$ cat config.mk
export PLATFORM = sky130hd
export DESIGN_NAME = tapsr_chain
export DESIGN_NICKNAME = d
export VERILOG_FILES = /design/src/rtl/tapsr_pkg.sv /design/src/rtl/tapsr_sel.sv /design/src/rtl/tapsr_segment.sv /design/src/rtl/tapsr_chain.sv
export SDC_FILE = /design/constraint.sdc
export NUM_CORES = 1
export LEC_CHECK = 0
export CAP_MARGIN = 10
export CORE_MARGIN = 1.5
export CORE_UTILIZATION = 60
export DETAILED_ROUTE_END_ITERATION = 12
export GPL_ROUTABILITY_DRIVEN = 0
export PLACE_DENSITY = 0.79
export SYNTH_ARGS = -nofsm -noshare
export SYNTH_HDL_FRONTEND = slang
export SYNTH_SLANG_ARGS = --single-unit
$ cat constraint.sdc
create_clock -name clk -period 3.2 [get_ports clk]
set_input_delay 0.32 -clock clk [delete_from_list [all_inputs] [get_ports clk]]
set_output_delay 0.32 -clock clk [all_outputs]
set_load 0.005 [all_outputs]
$ cat src/rtl/tapsr_pkg.sv
package tapsr_pkg;
  localparam int SEG_LEN   = 16;
  localparam int STAGE_W   = $clog2(SEG_LEN);
  localparam int MAX_SEGS  = 8;
endpackage

$ cat src/rtl/tapsr_sel.sv
module tapsr_sel #(
  parameter int N_IN  = 16,
  parameter int SEL_W = 4
) (
  input  logic [N_IN-1:0]  vec,
  input  logic [SEL_W-1:0] sel,
  output logic             o
);
  always_comb begin
    o = 1'b0;
    for (int i = 0; i < N_IN; i++) begin
      if (sel == SEL_W'(i)) o = vec[i];
    end
  end
endmodule

$ cat src/rtl/tapsr_segment.sv
module tapsr_segment
  import tapsr_pkg::*;
(
  input  logic               clk,
  input  logic               rst,
  input  logic               shift_en,
  input  logic               ser_in,
  input  logic [STAGE_W-1:0] stage_sel,
  output logic               tap,
  output logic               last
);
  logic [SEG_LEN-1:0] stages;

  always_ff @(posedge clk) begin
    if (rst)           stages <= '0;
    else if (shift_en) stages <= {stages[SEG_LEN-2:0], ser_in};
  end

  tapsr_sel #(.N_IN(SEG_LEN), .SEL_W(STAGE_W)) stage_mux_i (
    .vec(stages), .sel(stage_sel), .o(tap)
  );

  assign last = stages[SEG_LEN-1];
endmodule

$ cat src/rtl/tapsr_chain.sv
module tapsr_chain
  import tapsr_pkg::*;
#(
  parameter  int NUM_SEG   = 4,
  localparam int SEG_SEL_W = (NUM_SEG > 1) ? $clog2(NUM_SEG) : 1,
  localparam int ADDR_W    = STAGE_W + SEG_SEL_W
) (
  input  logic              clk,
  input  logic              rst,
  input  logic              shift_en,
  input  logic              din,
  input  logic [ADDR_W-1:0] tap_addr,
  output logic              tap_out,
  output logic              chain_out
);
  logic [NUM_SEG-1:0] seg_tap;
  logic [NUM_SEG-1:0] seg_last;
  logic [NUM_SEG-1:0] seg_in;
  logic [SEG_SEL_W-1:0] seg_sel;

  assign seg_sel = tap_addr[ADDR_W-1:STAGE_W];

  for (genvar g = 0; g < NUM_SEG; g++) begin : g_seg
    if (g == 0) begin : g_head
      assign seg_in[g] = din;
    end else begin : g_link
      assign seg_in[g] = seg_last[g-1];
    end
    tapsr_segment seg_i (
      .clk(clk), .rst(rst), .shift_en(shift_en), .ser_in(seg_in[g]),
      .stage_sel(tap_addr[STAGE_W-1:0]),
      .tap(seg_tap[g]), .last(seg_last[g])
    );
  end

  tapsr_sel #(.N_IN(NUM_SEG), .SEL_W(SEG_SEL_W)) seg_mux_i (
    .vec(seg_tap), .sel(seg_sel), .o(tap_out)
  );

  assign chain_out = seg_last[NUM_SEG-1];
endmodule

==> impl_metrics.yaml, run 1 <==
finish:
  largest_register_ffs: 64
  drive_above_1_share_pct: 10.3
  top_register: "g_seg.seg_i.stages"
  stdcell_area_um2: 3400
  nFillCells: 386
  fin_util_pct: 70.6
  diodes: 0
  reg.largest.list: "g_seg.seg_i.stages (64)"
  nets: 344
  synthToLayoutAreaGrowth_pct: 11.1
yosys:
  ys_async_sr_fraction_pct: 0
  postSynthCellCount: 329
  ys_types: 39
  synth-seq-cells: 64
  synth-edff-count: 0
  synth_area_leaders: "dfxtp_1 42%, mux2i_1 23%, nor2_1 8.7%"
  synth_common_cells: "71 x nor2_1, 70 x mux2i_1, 64 x dfxtp_1"
  synth_nets: 339
  syn_area_um2: 3060
  synth_area_per_cell_um2: 9.31
  ys.flop_type: "dfxtp_1"
  synth_seq_area_share_pct: 41.8
  yosysMostFrequentCell: "nor2_1"
  ys_warn_count: 0
  synth_area_leader_cell: "dfxtp_1"
  synth_top_area_share_pct: 41.8
clock_network:
  cts_max_level: 3
  cts-resized-gates: 0
  cts-buffers-inserted: 9
  cts_buffer_depth: 2
  postCtsHoldBufs: 0
  cts_tree: "done"
  cts-root-buf: "clkbuf_8"
  cts_setup_buffers: 0
  path_clk_slew_ns: 0.06
  cts.sinks: 64
  clock_latency_ns: 0.34
worst_setup_path:
  crit_type: "in2out"
  r2r_setup_slack_ns: 2.47
  r2r-start: "g_seg[0].seg_i.stages[13]$_SDFFE_PP0P_"
  crit_path_start: "tap_addr[0]"
  critPathLaunchType: "input port"
  crit_required_ns: 2.88
  endpoint_kind: "primary output"
  r2r-end: "g_seg[0].seg_i.stages[14]$_SDFFE_PP0P_"
  worstPathArrival_ns: 2.76
  worst_r2r_path_depth: 2
  critPathMaxFanout: 34
drt:
  wirelength_um: 6020
  vias: 2338
  maxUsedRoutingLayer: "met4"
  wl_met1_um: 2920
  drt_pass1_iterations: 4
  wl_met2_um: 2660
  avgViaCountPerCell: 5.76
  drc: 0
  initialDrtViolationCount: 247
  wl_per_cell_um: 14.8
  wl_met3_um: 317
  ant_nets: 0
floorplan:
  die_x_um: 74.5
  row_count: 25
  start_util_pct: 63.6
  io_pins: 12
  dieArea_um2: 5540
  core_um2: 4820
  die_h_um: 74.5
job:
  cap_violations: 0
hold_path:
  holdPathEnd: "g_seg[3].seg_i.stages[9]$_SDFFE_PP0P_"
  hp-class: "reg2reg"
  holdCritStartpoint: "g_seg[3].seg_i.stages[8]$_SDFFE_PP0P_"
  worstHoldPathCells: 2
timing:
  min_period_ns: 3.08
  timing.fmax_mhz: 325
  setup_tns_ns: 0
  clock_skew_ns: 0.00783
  timing_hold_violations_final: 0
  tightest_slew_ns: 1.09
  setup_viol: 0
  rsz0062_at_grt: "no"
  slew-limit-headroom_pct: 27.1
  fin_ws_ns: 0.123
  slew_violations: 0
  finalCritPeriodShare_pct: 96.2
power_and_ir_drop:
  finalPower_mw: 1.64
  pwr_density_cell_nw_per_um2: 481
  p_leak_nw: 1.45
  vdd_drop_max_mv: 0.451
place:
  io_buffers: 11
  placed_cell_area_um2: 3200
  dp_slack_ns: 0.129
  dp_hpwl_um: 3900
global_route:
  overflow: 0
  grt_start_max_net_pins: 65
  grt_usage_pct: 24.1
  grt_pass1_wl_um: 10000
  grt_pass1_vias: 2101
  antenna_found_initial: 0
run_status:
  status: "finished clean"
## power breakdown
part | switching (mW) | leakage [nW] | internal (mW)
Sequential | 0.00112 | 0.515 | 0.798
Combinational | 0.0826 | 0.832 | 0.0641
Clock | 0.290 | 0.103 | 0.400
Total | 0.374 | 1.45 | 1.26
## worst max-delay path, stage by stage
cell	delay, ns
clkdlybuf4s50_1	0.52
buf_12	0.22
mux2_4	0.32
or3_4	0.37
o21a_1	0.12
a221oi_2	0.23
a21oi_1	0.06
a2bb2oi_1	0.14
clkdlybuf4s50_1	0.45
## stage by stage
step / cells / hold WS, ns
after detailed placement: 390 / 0.510
after CTS: 406 / 0.523
after floorplan: 329 / 0.467
after global routing: 406 / 0.543
after global placement: 390 / 0.492
final: 406 / 0.519
## area by class of cell
type | instances | area, µm² | share of cell area [%]
Multi-Input combinational cell | 234 | 1640 | 48.1
Tap cell | 67 | 83.8 | 2.46
Timing Repair Buffer | 19 | 178 | 5.22
Sequential cell | 64 | 1280 | 37.7
Inverter | 6 | 22.5 | 0.662
Clock buffer | 13 | 159 | 4.67
Clock inverter | 3 | 40.0 | 1.18
## layout by cell type, fill, tap and decap left out, types with 2 or more instances in the layout
master,Yosys,final
nor2_1,71,71
mux2i_1,70,70
dfxtp_1,64,64
o21ai_0,16,16
clkbuf_8,0,11
nand2_1,8,8
a21oi_1,8,8
clkdlybuf4s50_1,0,8
buf_4,3,8
nor2b_1,6,6
inv_1,6,6
nand2b_1,5,5
a31oi_1,5,5
o211ai_1,5,5
o221ai_1,4,4
mux2_2,4,4
and3_1,3,3
nand3_1,3,3
mux4_2,3,3
nor3_1,2,2
a221oi_1,2,2
o21a_1,2,2
a211o_1,2,2
clkbuf_1,10,2
clkinv_2,0,2
## routing by layer
layer / vias to the layer above / GRT usage [%]
met2: 57 / 34.7
li1: 1168 / -
met1: 1099 / 32.9
met5: - / 0
met3: 14 / 9.21
met4: 0 / 8.89
## cell families (layout without fill, tap and decap cells)
family | count (synthesis) | count (layout) | synth area share, %
AND/OR/NAND/NOR | 103 | 103 | 14.7
multiplexers | 78 | 78 | 27.0
flip-flops | 64 | 64 | 41.8
AO/OA/AOI/OAI | 53 | 53 | 11.6
buffers and inverters | 31 | 41 | 4.86
## worst max path at each step
stage               slack [ns]       to
floorplan                 1.28  tap_out
global placement          0.15  tap_out
detailed placement        0.13  tap_out
CTS                       0.12  tap_out
global route              0.03  tap_out
finish                    0.12  tap_out
Power figures use the tool's default switching activity.
==> run 2: changes to the inputs <==
--- a/config.mk
+++ b/config.mk
@@ -8,6 +8,7 @@
 export CAP_MARGIN = 10
 export CORE_MARGIN = 1.5
 export CORE_UTILIZATION = 60
+export CTS_BUF_LIST = sky130_fd_sc_hd__clkbuf_8
 export DETAILED_ROUTE_END_ITERATION = 12
 export GPL_ROUTABILITY_DRIVEN = 0
 export PLACE_DENSITY = 0.79
==> impl_metrics.yaml, run 2 (same netlist as run 1, synthesis figures left out) <==
run_status:
  status: "finished clean"
global_route:
  grt_util_met1_pct: 32.9
  overflow: 0
  grt_usage_pct: 24.1
  grtUsageMet3_pct: 9.21
  gr-max-usage-layer: "met2"
  antenna_found_initial: 0
  grt_pass1_wl_um: 10000
  grt_pass1_vias: 2101
  grt_start_max_net_pins: 65
  grt_util_met2_pct: 34.7
timing:
  rsz0062_at_grt: "no"
  timing.fmax_mhz: 325
  timing.hold.ws_ns: 0.519
  min_period_ns: 3.08
  timing_hold_violations_final: 0
  tightest_slew_ns: 1.10
  finalCritPeriodShare_pct: 96.2
  setup_viol: 0
  setup_tns_ns: 0
  slew-limit-headroom_pct: 27.0
  clock_skew_ns: 0.00783
  slew_violations: 0
finish:
  largest_register_ffs: 64
  reg.largest.list: "g_seg.seg_i.stages (64)"
  nets: 344
  top_register: "g_seg.seg_i.stages"
  diodes: 0
  synthToLayoutAreaGrowth_pct: 11.1
  final_common_cell: "nor2_1"
  final_cell_mix: "71 x nor2_1, 70 x mux2i_1, 64 x dfxtp_1"
  drive_above_1_share_pct: 10.3
floorplan:
  io_pins: 12
  row_count: 25
  start_util_pct: 63.6
  core_um2: 4820
  dieArea_um2: 5540
  die_x_um: 74.5
  die_h_um: 74.5
hold_path:
  hp-class: "reg2reg"
  holdCritStartpoint: "g_seg[3].seg_i.stages[8]$_SDFFE_PP0P_"
worst_setup_path:
  critPathMaxFanout: 34
  crit_path_start: "tap_addr[0]"
  endpoint_kind: "primary output"
  critPathLaunchType: "input port"
  crit_slowest_cell: "clkdlybuf4s50_1"
  cpPeakStageDelay_ns: 0.52
  worstPathArrival_ns: 2.76
  timing.critical_path.mode_cell: "clkdlybuf4s50_1"
  crit_type: "in2out"
  r2r-start: "g_seg[0].seg_i.stages[13]$_SDFFE_PP0P_"
  crit_chain: "clkdlybuf4s50_1 > buf_12 > mux2_4 > or3_4 > o21a_1 > a221oi_2 > a21oi_1 > a2bb2oi_1 > clkdlybuf4s50_1"
  crit_required_ns: 2.88
power_and_ir_drop:
  pwr_density_cell_nw_per_um2: 479
  finalPower_mw: 1.63
  p_leak_nw: 1.46
  vdd_drop_max_mv: 0.451
drt:
  avgViaCountPerCell: 5.76
  drc: 0
  vias: 2338
  wl_per_cell_um: 14.8
  wirelength_um: 6020
  initialDrtViolationCount: 247
  drt_pass1_iterations: 4
  ant_nets: 0
place:
  io_buffers: 11
  dp_hpwl_um: 3900
clock_network:
  path_clk_slew_ns: 0.06
  cts_tree: "done"
  postCtsHoldBufs: 0
  cts_max_level: 3
  cts_buffer_depth: 2
  clock_latency_ns: 0.34
  cts-buffers-inserted: 9
  cts-root-buf: "clkbuf_8"
  cts.sinks: 64
job:
  cap_violations: 0
[run 2: metal layers]
metal	vias up	part of all wire, %
li1	1168	-
met4	0	1.9
met3	14	5.3
met1	1099	49
met2	57	44
met5	-	0
[run 2: worst max-delay path: cells and delay by family]
family	cells	cell delay, ns
AO/OA/AOI/OAI	4	0.55
buffers and inverters	3	1.19
multiplexers	1	0.32
AND/OR/NAND/NOR	1	0.37
[run 2: final cells by class]
| cell class | count | area (µm²) |
|---|---|---|
| multi-input cells | 234 | 1640 |
| flip-flops and latches | 64 | 1280 |
| repair buffers | 19 | 178 |
| clock buffers | 11 | 151 |
| clock inverters | 5 | 47.5 |
| fillers | 386 | 1420 |
| well taps | 67 | 83.8 |
| inverters | 6 | 22.5 |
[run 2: path summary, 6_finish.rpt]
kind / end / slack (ns) / depth (start not counted)
min: g_seg[3].seg_i.stages[9]$_SDFFE_PP0P_ / 0.52 / 2
max: tap_out / 0.12 / 9
min reg2reg: g_seg[3].seg_i.stages[9]$_SDFFE_PP0P_ / 0.52 / 2
max reg2reg: g_seg[0].seg_i.stages[14]$_SDFFE_PP0P_ / 2.47 / 2
[run 2: where the power goes]
| group | switching (mW) | internal [mW] |
|---|---|---|
| Combinational | 0.0826 | 0.0641 |
| Clock | 0.291 | 0.394 |
| Sequential | 0.00112 | 0.798 |
[run 2: what timing repair did]
action,CTS,global route
setup buffers,0,0
gates resized for setup,0,2
setup endpoints to repair,0,1
[run 2: metrics by stage]
stage               area (µm²)  utilization, %  std cells  setup WS, ns
floorplan                 3060               -        329          1.28
global placement          3200            66.3        390         0.146
detailed placement        3200            66.3        390         0.129
CTS                       3390            70.5        406         0.115
global route              3400            70.6        406        0.0263
finish                    3400            70.6        406         0.123
==> run 3: changes to the inputs <==
--- a/config.mk
+++ b/config.mk
@@ -7,11 +7,12 @@
 export LEC_CHECK = 0
 export CAP_MARGIN = 10
 export CORE_MARGIN = 1.5
-export CORE_UTILIZATION = 60
+export CORE_UTILIZATION = 55
 export CTS_BUF_LIST = sky130_fd_sc_hd__clkbuf_8
 export DETAILED_ROUTE_END_ITERATION = 12
 export GPL_ROUTABILITY_DRIVEN = 0
-export PLACE_DENSITY = 0.79
+export GPL_TIMING_DRIVEN = 1
+export PLACE_DENSITY = 0.73
 export SYNTH_ARGS = -nofsm -noshare
 export SYNTH_HDL_FRONTEND = slang
 export SYNTH_SLANG_ARGS = --single-unit
==> impl_metrics.yaml, run 3 (same netlist as run 1, synthesis figures left out) <==
floorplan:
  io_pins: 12
  start_util_pct: 58.5
  dieArea_um2: 6030
  core_um2: 5240
  die_h_um: 77.6
  row_count: 26
  die_x_um: 77.6
worst_setup_path:
  cp_top_family: "buffers and inverters"
  critPathMaxFanout: 10
  r2r-end: "g_seg[1].seg_i.stages[12]$_SDFFE_PP0P_"
  crit_slowest_cell: "clkdlybuf4s50_1"
  r2r_setup_slack_ns: 2.43
  crit_type: "in2out"
  crit_required_ns: 2.88
  crit_chain: "clkdlybuf4s50_1 > buf_4 > and3_1 > a21oi_1 > nor2b_1 > a31oi_1 > a21oi_1 > a2bb2oi_1 > clkdlybuf4s50_1"
  endpoint_kind: "primary output"
  critPathLaunchType: "input port"
  worstPathBufferInverterCount: 3
  r2r-start: "g_seg[1].seg_i.stages[12]$_SDFFE_PP0P_"
  worst_r2r_path_depth: 2
  cpPeakStageDelay_ns: 0.55
  worstPathArrival_ns: 2.76
finish:
  final_cells: 414
  synthToLayoutAreaGrowth_pct: 13.5
  largest_register_ffs: 64
  nFillCells: 428
  final_cell_mix: "71 x nor2_1, 70 x mux2i_1, 64 x dfxtp_1"
  reg.largest.list: "g_seg.seg_i.stages (64)"
  top_register: "g_seg.seg_i.stages"
  drive_above_1_share_pct: 12.8
  diodes: 0
  final_common_cell: "nor2_1"
  nets: 349
clock_network:
  cts_tree: "done"
  cts_buffer_depth: 2
  cts_max_level: 3
  clock_latency_ns: 0.34
  cts-buffers-inserted: 9
  path_clk_slew_ns: 0.07
  cts-root-buf: "clkbuf_8"
  cts.sinks: 64
hold_path:
  worstHoldPathCells: 2
  holdPathEnd: "g_seg[3].seg_i.stages[3]$_SDFFE_PP0P_"
  holdCritStartpoint: "g_seg[3].seg_i.stages[3]$_SDFFE_PP0P_"
  hp-class: "reg2reg"
power_and_ir_drop:
  p_sw_share_pct: 23.4
  p_leak_nw: 1.46
  p_clk_share_pct: 45.1
  power_frac_comb_pct: 8.8
  finalPower_mw: 1.73
  vdd_drop_max_mv: 0.722
  pwr_density_cell_nw_per_um2: 499
  p_switching_mw: 0.407
  internal_power_mw: 1.33
  seq_power_share_pct: 46.0
global_route:
  overflow: 0
  grt_start_max_net_pins: 65
  grt_pass1_vias: 2150
  grt_usage_pct: 21.4
  grt_pass1_wl_um: 10100
  antenna_found_initial: 0
place:
  dp_slack_ns: 0.148
  dpl.cell_count: 398
  io_buffers: 11
  dp_hpwl_um: 4110
timing:
  slew-limit-headroom_pct: 25.5
  rsz0062_at_grt: "no"
  fin_ws_ns: 0.120
  min_period_ns: 3.08
  timing.fmax_mhz: 325
  setup_viol: 0
  timing_hold_violations_final: 0
  tightest_slew_ns: 1.12
  slew_violations: 0
  setup_tns_ns: 0
  finalCritPeriodShare_pct: 96.2
  clock_skew_ns: 0.00744
run_status:
  status: "finished clean"
drt:
  ant_nets: 0
  wirelength_um: 6060
  vias: 2322
  wl_per_cell_um: 14.6
  drc: 0
  initialDrtViolationCount: 191
  avgViaCountPerCell: 5.61
  drt_pass1_iterations: 4
job:
  cap_violations: 0
[run 3: layout make-up]
cell class,instances,area (µm²),area share (%)
multi-input cells,234,1640,47.2
clock inverters,6,91.3,2.63
repair buffers,24,213,6.12
well taps,70,87.6,2.52
inverters,6,26.3,0.756
flip-flops and latches,64,1280,36.8
clock buffers,10,138,3.96
[run 3: worst max-delay path by stage]
stage,from,slack (ns),endpoint,depth (start not counted)
after floorplan,tap_addr[0],1.28,tap_out,7
after global placement,tap_addr[2],0.13,tap_out,8
after detailed placement,tap_addr[1],0.15,tap_out,10
after CTS,tap_addr[1],0.13,tap_out,8
after global routing,tap_addr[1],0.002,tap_out,10
final,tap_addr[2],0.12,tap_out,9
[run 3: what timing repair did]
action	in CTS	in global routing
buffers inserted	0	0
hold buffers	0	0
resized for setup	0	3
setup endpoints to repair	0	1
[run 3: per-stage QoR]
stage | area, µm² | util [%] | hold slack, ns
floorplan | 3060 | - | 0.467
finish | 3480 | 66.4 | 0.520
detailed placement | 3240 | 61.8 | 0.506
global placement | 3240 | 61.8 | 0.495
global route | 3480 | 66.4 | 0.548
CTS | 3470 | 66.2 | 0.526
[run 3: tightest hold or removal path: cells and delay by family (launching register included)]
| kind | cells | cell delay (ns) |
|---|---|---|
| and+or+nand+nor | 1 | 0.07 |
| muxes | 1 | 0.07 |
| DFF | 1 | 0.34 |
[run 3: layer usage]
metal  track usage, %  share of wire, %  vias up
li1                 -                 -     1189
met1             26.8                47     1070
met2             33.7                46       55
met3             7.88               5.9        8
met4             7.09               1.2        0
met5                0                 0        -
[run 3: power groups by stage]
stage / sequential, mW / clock (mW) / combinational [mW]
6_report: 0.799 / 0.783 / 0.153
5_1_grt: 0.799 / 0.833 / 0.165
4_1_cts: 0.799 / 0.801 / 0.150
3_5_place_dp: 0.817 / 0 / 0.150
3_3_place_gp: 0.817 / 0 / 0.150
2_1_floorplan: 0.817 / 0 / 0.110
